--- config.mk ---
export PLATFORM = sky130hd
export DESIGN_NAME = uart_int_ident
export DESIGN_NICKNAME = d
export VERILOG_FILES = /design/src/rtl/uart_iid_pkg.sv /design/src/rtl/uart_eord_timer.sv /design/src/rtl/uart_src_flags.sv /design/src/rtl/uart_iid_prio.sv /design/src/rtl/uart_int_ident.sv
export SDC_FILE = /design/constraint.sdc
export NUM_CORES = 1
export LEC_CHECK = 0
export CELL_PAD_IN_SITES_DETAIL_PLACEMENT = 0
export CELL_PAD_IN_SITES_GLOBAL_PLACEMENT = 1
export CORE_MARGIN = 5
export CORE_UTILIZATION = 27
export DETAILED_ROUTE_END_ITERATION = 12
export PLACE_DENSITY = 0.85
export SYNTH_ARGS = -nofsm -noshare
export SYNTH_HDL_FRONTEND = slang
export SYNTH_SLANG_ARGS = --single-unit
--- constraint.sdc ---
create_clock -name clk_i -period 2.35 [get_ports clk_i]
set_clock_uncertainty 0.15 [all_clocks]
set_input_delay 0.47 -clock clk_i [delete_from_list [all_inputs] [get_ports clk_i]]
set_output_delay 0.47 -clock clk_i [all_outputs]
set_load 0.01 [all_outputs]
--- src/rtl/uart_iid_pkg.sv ---
package uart_iid_pkg;
  typedef enum logic [3:0] {
    IID_MODEM  = 4'h0,
    IID_NONE   = 4'h1,
    IID_THRE   = 4'h2,
    IID_RXDATA = 4'h4,
    IID_LINE   = 4'h6,
    IID_EORD   = 4'h8,
    IID_RXTMO  = 4'hC
  } iid_code_e;

  localparam int IER_W     = 6;
  localparam int IER_RX    = 0;
  localparam int IER_TX    = 1;
  localparam int IER_LINE  = 2;
  localparam int IER_MODEM = 3;
  localparam int IER_TMO   = 4;
  localparam int IER_EORD  = 5;
endpackage

--- src/rtl/uart_eord_timer.sv ---
module uart_eord_timer #(
  parameter int IDLE_CHARS = 4
) (
  input  logic clk_i,
  input  logic rst_ni,
  input  logic rx_push_i,
  input  logic char_tick_i,
  input  logic hs_stall_i,
  input  logic en_i,
  output logic pend_o
);
  localparam int LIMIT = IDLE_CHARS + 1;
  localparam int CNT_W = $clog2(LIMIT + 1);

  logic             armed_q, pend_q;
  logic [CNT_W-1:0] cnt_q;
  logic             idle_over;

  assign idle_over = (cnt_q == CNT_W'(LIMIT));

  always_ff @(posedge clk_i or negedge rst_ni) begin
    if (!rst_ni) begin
      armed_q <= 1'b0;
      cnt_q   <= '0;
    end else if (rx_push_i) begin
      armed_q <= 1'b1;
      cnt_q   <= '0;
    end else begin
      if (hs_stall_i)                              cnt_q <= '0;
      else if (char_tick_i && armed_q && !idle_over) cnt_q <= cnt_q + 1'b1;
      // one shot per idle gap
      if (armed_q && idle_over && en_i)            armed_q <= 1'b0;
    end
  end

  always_ff @(posedge clk_i or negedge rst_ni) begin
    if (!rst_ni)                        pend_q <= 1'b0;
    else if (!en_i)                     pend_q <= 1'b0;
    else if (armed_q && idle_over)      pend_q <= 1'b1;
  end

  assign pend_o = pend_q;
endmodule

--- src/rtl/uart_src_flags.sv ---
module uart_src_flags (
  input  logic clk_i,
  input  logic rst_ni,
  input  logic line_err_i,
  input  logic lsr_rd_i,
  input  logic msr_chg_i,
  input  logic msr_rd_i,
  input  logic thr_empty_i,
  input  logic tx_en_i,
  input  logic thr_wr_i,
  input  logic iir_rd_i,
  input  logic thre_shown_i,
  output logic line_o,
  output logic modem_o,
  output logic thre_o
);
  logic line_q, modem_q, thre_q, te_lvl_q;
  logic te_lvl, te_set, te_clr;

  assign te_lvl = thr_empty_i & tx_en_i;
  assign te_set = te_lvl & ~te_lvl_q;
  assign te_clr = thr_wr_i | (iir_rd_i & thre_shown_i);

  always_ff @(posedge clk_i or negedge rst_ni) begin
    if (!rst_ni) begin
      line_q   <= 1'b0;
      modem_q  <= 1'b0;
      thre_q   <= 1'b0;
      te_lvl_q <= 1'b0;
    end else begin
      te_lvl_q <= te_lvl;
      if (line_err_i)    line_q <= 1'b1;
      else if (lsr_rd_i) line_q <= 1'b0;
      if (msr_chg_i)     modem_q <= 1'b1;
      else if (msr_rd_i) modem_q <= 1'b0;
      if (te_set)        thre_q <= 1'b1;
      else if (te_clr)   thre_q <= 1'b0;
    end
  end

  assign line_o  = line_q;
  assign modem_o = modem_q;
  assign thre_o  = thre_q;
endmodule

--- src/rtl/uart_iid_prio.sv ---
module uart_iid_prio
  import uart_iid_pkg::*;
(
  input  logic      line_i,
  input  logic      rxd_i,
  input  logic      tmo_i,
  input  logic      eord_i,
  input  logic      thre_i,
  input  logic      modem_i,
  output iid_code_e code_o
);
  always_comb begin
    if (line_i)       code_o = IID_LINE;
    else if (rxd_i)   code_o = IID_RXDATA;
    else if (tmo_i)   code_o = IID_RXTMO;
    else if (eord_i)  code_o = IID_EORD;
    else if (thre_i)  code_o = IID_THRE;
    else if (modem_i) code_o = IID_MODEM;
    else              code_o = IID_NONE;
  end
endmodule

--- src/rtl/uart_int_ident.sv ---
module uart_int_ident
  import uart_iid_pkg::*;
#(
  parameter int IDLE_CHARS = 4
) (
  input  logic             clk_i,
  input  logic             rst_ni,
  input  logic [IER_W-1:0] ier_i,
  input  logic             fifo_en_i,
  input  logic             rx_avail_i,
  input  logic             rx_tmo_i,
  input  logic             rx_push_i,
  input  logic             line_err_i,
  input  logic             lsr_rd_i,
  input  logic             msr_chg_i,
  input  logic             msr_rd_i,
  input  logic             thr_empty_i,
  input  logic             thr_wr_i,
  input  logic             iir_rd_i,
  input  logic             char_tick_i,
  input  logic             hs_stall_i,
  output logic [7:0]       iid_o,
  output logic             irq_o
);
  iid_code_e code;
  logic line_f, modem_f, thre_f, eord_pend;

  uart_src_flags u_flags (
    .clk_i       (clk_i),
    .rst_ni      (rst_ni),
    .line_err_i  (line_err_i),
    .lsr_rd_i    (lsr_rd_i),
    .msr_chg_i   (msr_chg_i),
    .msr_rd_i    (msr_rd_i),
    .thr_empty_i (thr_empty_i),
    .tx_en_i     (ier_i[IER_TX]),
    .thr_wr_i    (thr_wr_i),
    .iir_rd_i    (iir_rd_i),
    .thre_shown_i(code == IID_THRE),
    .line_o      (line_f),
    .modem_o     (modem_f),
    .thre_o      (thre_f)
  );

  uart_eord_timer #(.IDLE_CHARS(IDLE_CHARS)) u_eord (
    .clk_i      (clk_i),
    .rst_ni     (rst_ni),
    .rx_push_i  (rx_push_i),
    .char_tick_i(char_tick_i),
    .hs_stall_i (hs_stall_i),
    .en_i       (ier_i[IER_EORD]),
    .pend_o     (eord_pend)
  );

  uart_iid_prio u_prio (
    .line_i (line_f     & ier_i[IER_LINE]),
    .rxd_i  (rx_avail_i & ier_i[IER_RX]),
    .tmo_i  (rx_tmo_i   & ier_i[IER_TMO]),
    .eord_i (eord_pend  & ier_i[IER_EORD]),
    .thre_i (thre_f     & ier_i[IER_TX]),
    .modem_i(modem_f    & ier_i[IER_MODEM]),
    .code_o (code)
  );

  assign iid_o = {{2{fifo_en_i}}, 2'b00, code};
  assign irq_o = ~code[0];
endmodule

* Word-level counts from Yosys, hierarchy flattened
Index checks and enable logic that the tools add are counted.
** Word-level totals
- Bits in registers :: 9
- Latch bits :: 0
- Bits in writable memories :: 0
- ROM bits :: 0
- Output and inout port bits :: 9
- Memories kept :: 0
** Cells by class
- $add $sub $neg :: 1
- Multiply operators :: 0
- Divide/modulo/power cells :: 0
- Order comparisons :: 0
- Equality and inequality tests :: 3
- Shifts and indexed selects :: 0
- Mux-type cells :: 19
- Bitwise gates (word level) :: 12
- Reductions and logical operators :: 10
** Operators by type and width (count)
- 4-bit 2-to-1 mux :: 5
- 1-bit 2-to-1 mux :: 11
- 1-bit bitwise AND :: 9
- 3-bit 2-to-1 mux :: 3
- 2-bit nonzero test :: 4
- 4-bit by 2-bit equality test with 1-bit output, second input constant :: 1
- 1-bit logical AND :: 4
- 3-bit by 1-bit adder with 3-bit output, second input constant :: 1
- 3-bit equality test, second input constant :: 1
- 3-bit nonzero test :: 1
- 2-bit by 1-bit inequality test with 1-bit output, second input constant :: 1
- 1-bit inverter :: 2
- 1-bit zero test :: 1
- 1-bit OR :: 1

* Logic depth before layout (Yosys ltp)
- Depth in word-level cells :: 12
- Depth in mapped cells :: 5
- Depth with buffers taken out :: 5

* Cells and area by module
From an unflattened synthesis, not the netlist that was laid out.
** Second synthesis, totals
- Cells, all modules :: 57
- Area total of the unflattened synthesis :: 545.5 sq um
** By module, submodules not included
- uart_eord_timer :: instances 1, cells an instance 24, area each 256.5 sq um
- uart_src_flags :: instances 1, cells an instance 13, area each 152.6 sq um
- uart_int_ident :: instances 1, cells an instance 13, area each 90.1 sq um
- uart_iid_prio :: instances 1, cells an instance 7, area each 46.3 sq um

* Worst setup path after synthesis
No wires, ideal clock.
- Path type :: input -> output
- Start :: input rx_tmo_i
- End :: output iid_o[0]
- Arrival time :: 1126 ps
- Required time :: 1730 ps
- Path slack :: 604 ps
- Cell stages on the path :: 3
- Cell sequence :: a22oi_2 > nand2_1 > a221oi_1
** On the way
- Longest elaborated chain between the ends :: 4
** Ends and longest elaborated chain
- start: declaration :: line uart_int_ident.sv:11 : input logic rx_tmo_i,
- 1-bit bitwise AND :: line uart_int_ident.sv:58 : .tmo_i (rx_tmo_i & ier_i[IER_TMO]),
- 4-bit 2-to-1 mux :: line uart_iid_prio.sv:15 : else if (tmo_i) code_o = IID_RXTMO;
- 4-bit 2-to-1 mux :: line uart_iid_prio.sv:14 : else if (rxd_i) code_o = IID_RXDATA;
- 4-bit 2-to-1 mux :: line uart_iid_prio.sv:13 : if (line_i) code_o = IID_LINE;
- end: declaration :: line uart_int_ident.sv:22 : output logic [7:0] iid_o,
Every way passes these cells.

* Worst setup path after layout
- Start :: input ier_i[2]
- End :: output iid_o[3]
** On the way
- Longest elaborated chain between the ends :: 2
** Ends and longest elaborated chain
- start: declaration :: line uart_int_ident.sv:8 : input logic [IER_W-1:0] ier_i,
- 1-bit bitwise AND :: line uart_int_ident.sv:56 : .line_i (line_f & ier_i[IER_LINE]),
- 4-bit 2-to-1 mux :: line uart_iid_prio.sv:13
Every way passes these cells.

==> impl_metrics.ini <==
[status]
status = complete, no violations

[flow_run]
maxCapViolCount = 0

[clock_tree]
insertion_delay_ps = 260
cts_tree = done
post_cts_buffers = 0
cts_root_buf = clkbuf_4
cts_max_path_buffers = 2
numCtsBuffers = 3
cts.clk_slew.worst_paths_ps = 60
cts.hold.buffers_added = 0
h-tree-depth = 1
clkSinkCount = 9

[placed_design]
dpl.hpwl_um = 1105
gp_congestion = 0.7271
placed_cells = 105
portBuffers = 24

[drt]
first_iter_violations = 5
drt-total-wl_um = 1360
vias = 510
vias_per_cell = 4.679
wl_per_cell_um = 12.48
drc = 0
antenna_left = 0
drtPass1Iterations = 4

[worst_setup_path]
worstSetupStartpointType = primary input
endpoint_kind = output port
cp_slowest_stage_delay_ps = 440
cp.required_ps = 1730
arrival_ps = 1660
cp_slowest_cell = clkdlybuf4s50_1
crit_chain = clkdlybuf4s50_1, a22oi_2, buf_4, nor2b_1, dlygate4sd2_1
worstPathMaxFanout = 3
critical_path_class = primary input to output port

[global_routing]
grt.met3_usage_pct = 5.263
grt_busiest_layer = met2
grt-ovfl-total = 0
globalRouteMet2Util_pct = 17.74
grt_pass1_wl_um = 2221
grtUsageMet1_pct = 12.14
antenna_found_initial = 0
grt_pass1_vias = 505
grt_max_degree = 10
track_usage_pct = 10.68

[logic_synthesis]
synth_seq_cells = 9
synth.avg_cell_area_um2 = 9.295
postSynthCellCount = 56
seq_area_frac_synth_pct = 43.27
syn-cell-area_um2 = 520.5
yosys_warnings = 0
ys_types = 22

[sta]
fmax_mhz = 438.5
fin_crit_ps = 2281
setup_viol = 0
rsz0062_at_grt = no
finalCritPeriodShare_pct = 97.05
finalHoldViolCount = 0
slew_viol_final = 0

[finish]
insertedDiodeCount = 0
fin_cells = 109
layout-drive-gt1-share_pct = 14.29
nets = 108
syn2layout_area_growth_pct = 52.88

[power]
finalPower_uw = 372.4
power.switching_uw = 94.57
leakage_nw = 0.3621
ir_drop_uv = 377.1
switching_share_pct = 25.40
clkPwrFrac_pct = 32.3
power_frac_comb_pct = 22.7
internal_power_uw = 277.8
p_seq_share_pct = 45.0
power_density_nw_per_um2 = 467.9

[floorplan]
io_pins = 30
die_w_um = 53.91
die_y_um = 53.91
fp-row-count = 15
core_region_area_um2 = 1783
die_area_um2 = 2906
initial_core_util_pct = 29.19

[hold_path]
hold_class = flip-flop to flip-flop
## synthesized netlist by cell type
| library cell | number | area share, % |
|---|---|---|
| dfrtp_1 | 9 | 43 |
| nand2_1 | 8 | 5.8 |
| inv_1 | 6 | 4.3 |
| a21oi_1 | 5 | 4.8 |
| buf_4 | 4 | 5.8 |
| a21o_1 | 3 | 4.3 |
| a22oi_2 | 2 | 4.8 |
| ha_1 | 2 | 4.8 |
| nor2b_1 | 2 | 2.4 |
| o21ai_0 | 2 | 1.9 |
| or3_1 | 2 | 2.4 |
| a211o_1 | 1 | 1.7 |
| a221o_1 | 1 | 1.9 |
| a221oi_1 | 1 | 1.7 |
| and2_1 | 1 | 1.2 |
| and2_4 | 1 | 1.7 |
| conb_1 | 1 | 0.72 |
| nand2b_1 | 1 | 1.2 |
| nand4_1 | 1 | 1.2 |
| nor2_1 | 1 | 0.72 |
| o311ai_0 | 1 | 1.7 |
| o41ai_1 | 1 | 1.7 |
## final timing paths
check	startpoint	end	slack, ps	cells after the start
worst max-delay path	ier_i[2]	iid_o[3]	70	5
worst min-delay path	u_eord.cnt_q[2]	u_eord.cnt_q[2]	330	1
worst max register to register	u_eord.cnt_q[0]	u_eord.cnt_q[0]	800	4
worst min register to register	u_eord.cnt_q[2]	u_eord.cnt_q[2]	330	1
max in group asynchronous	rst_ni	u_eord.cnt_q[2]	1390	1
min in group asynchronous	rst_ni	u_flags.modem_o	360	1
## area by class of cell
class	instances	area (µm²)
Inverter	6	22.52
Timing Repair Buffer	27	244.0
Fill cell	180	987.2
Sequential cell	9	225.2
Multi-Input combinational cell	38	246.5
Tap cell	25	31.28
Clock buffer	4	26.28
## metrics by stage
stage | setup TNS (ps) | worst slack [ps] | instance area, µm² | utilization (%) | hold slack, ps
2_1_floorplan | 0 | 603.7 | 524.3 | - | 24.41
3_5_place_dp | -1021 | -294.7 | 788.3 | 44.21 | 324.4
5_1_grt | 0 | 14.71 | 795.8 | 44.63 | 370.1
4_1_cts | 0 | 4.460 | 808.3 | 45.33 | 334.7
6_report | 0 | 69.43 | 795.8 | 44.63 | 332.9
3_3_place_gp | -911.2 | -265.2 | 788.3 | 44.21 | 311.6
## critical path, delay by kind of cell
family | cells | cell delay, ps
buffers and inverters | 3 | 860
and+or+nand+nor | 1 | 140
AOI/OAI and AO/OA | 1 | 190
## timing repair
action,CTS,global route
pin swaps,1,1
gates resized for setup,7,5
endpoints found under the setup margin,5,3
gates cloned,0,0
## layer usage
layer / routed length, µm / up-vias
met5: 0 / -
met4: 8 / 0
met3: 196 / 2
met2: 594 / 28
met1: 561 / 233
li1: - / 247
## logic make-up after synthesis
logic type	count (synthesis)	synth area share [%]
compound gates	17	24.52
fa+ha+maj	2	4.807
buf+inv	10	10.10
flops	9	43.27
other cells	1	0.7205
simple gates	17	16.59
## power groups by stage
stage | clock [mW] | sequential [mW] | combinational (mW)
2_1_floorplan | 0 | 0.169 | 0.0362
3_3_place_gp | 0 | 0.170 | 0.0900
3_5_place_dp | 0 | 0.171 | 0.0925
4_1_cts | 0.125 | 0.168 | 0.0876
5_1_grt | 0.137 | 0.169 | 0.0931
6_report | 0.120 | 0.168 | 0.0846
## state kept, by name (all words and copies together) (netlist names)
signal,flops
u_eord.cnt_q,3
u_eord.armed_q,1
u_eord.pend_o,1
u_flags.line_o,1
u_flags.modem_o,1
u_flags.te_lvl_q,1
u_flags.thre_o,1
## layout by cell type, fill, tap and decap left out, drive strengths merged
master | Yosys | final
o311ai | 1 | 1
nand2 | 8 | 8
conb | 1 | 2
a221oi | 1 | 1
ha | 2 | 2
a22oi | 2 | 2
nand4 | 1 | 1
nand2b | 1 | 1
clkbuf | 0 | 7
a211o | 1 | 1
or3 | 2 | 2
inv | 6 | 6
dfrtp | 9 | 9
o41ai | 1 | 1
nor2 | 1 | 1
a21o | 3 | 3
buf | 4 | 3
nor2b | 2 | 2
and2 | 2 | 2
a21oi | 5 | 5
clkdlybuf4s50 | 0 | 18
a221o | 1 | 1
dlygate4sd2 | 0 | 3
o21ai | 2 | 2
No activity file was read; power rests on OpenSTA's default activity.
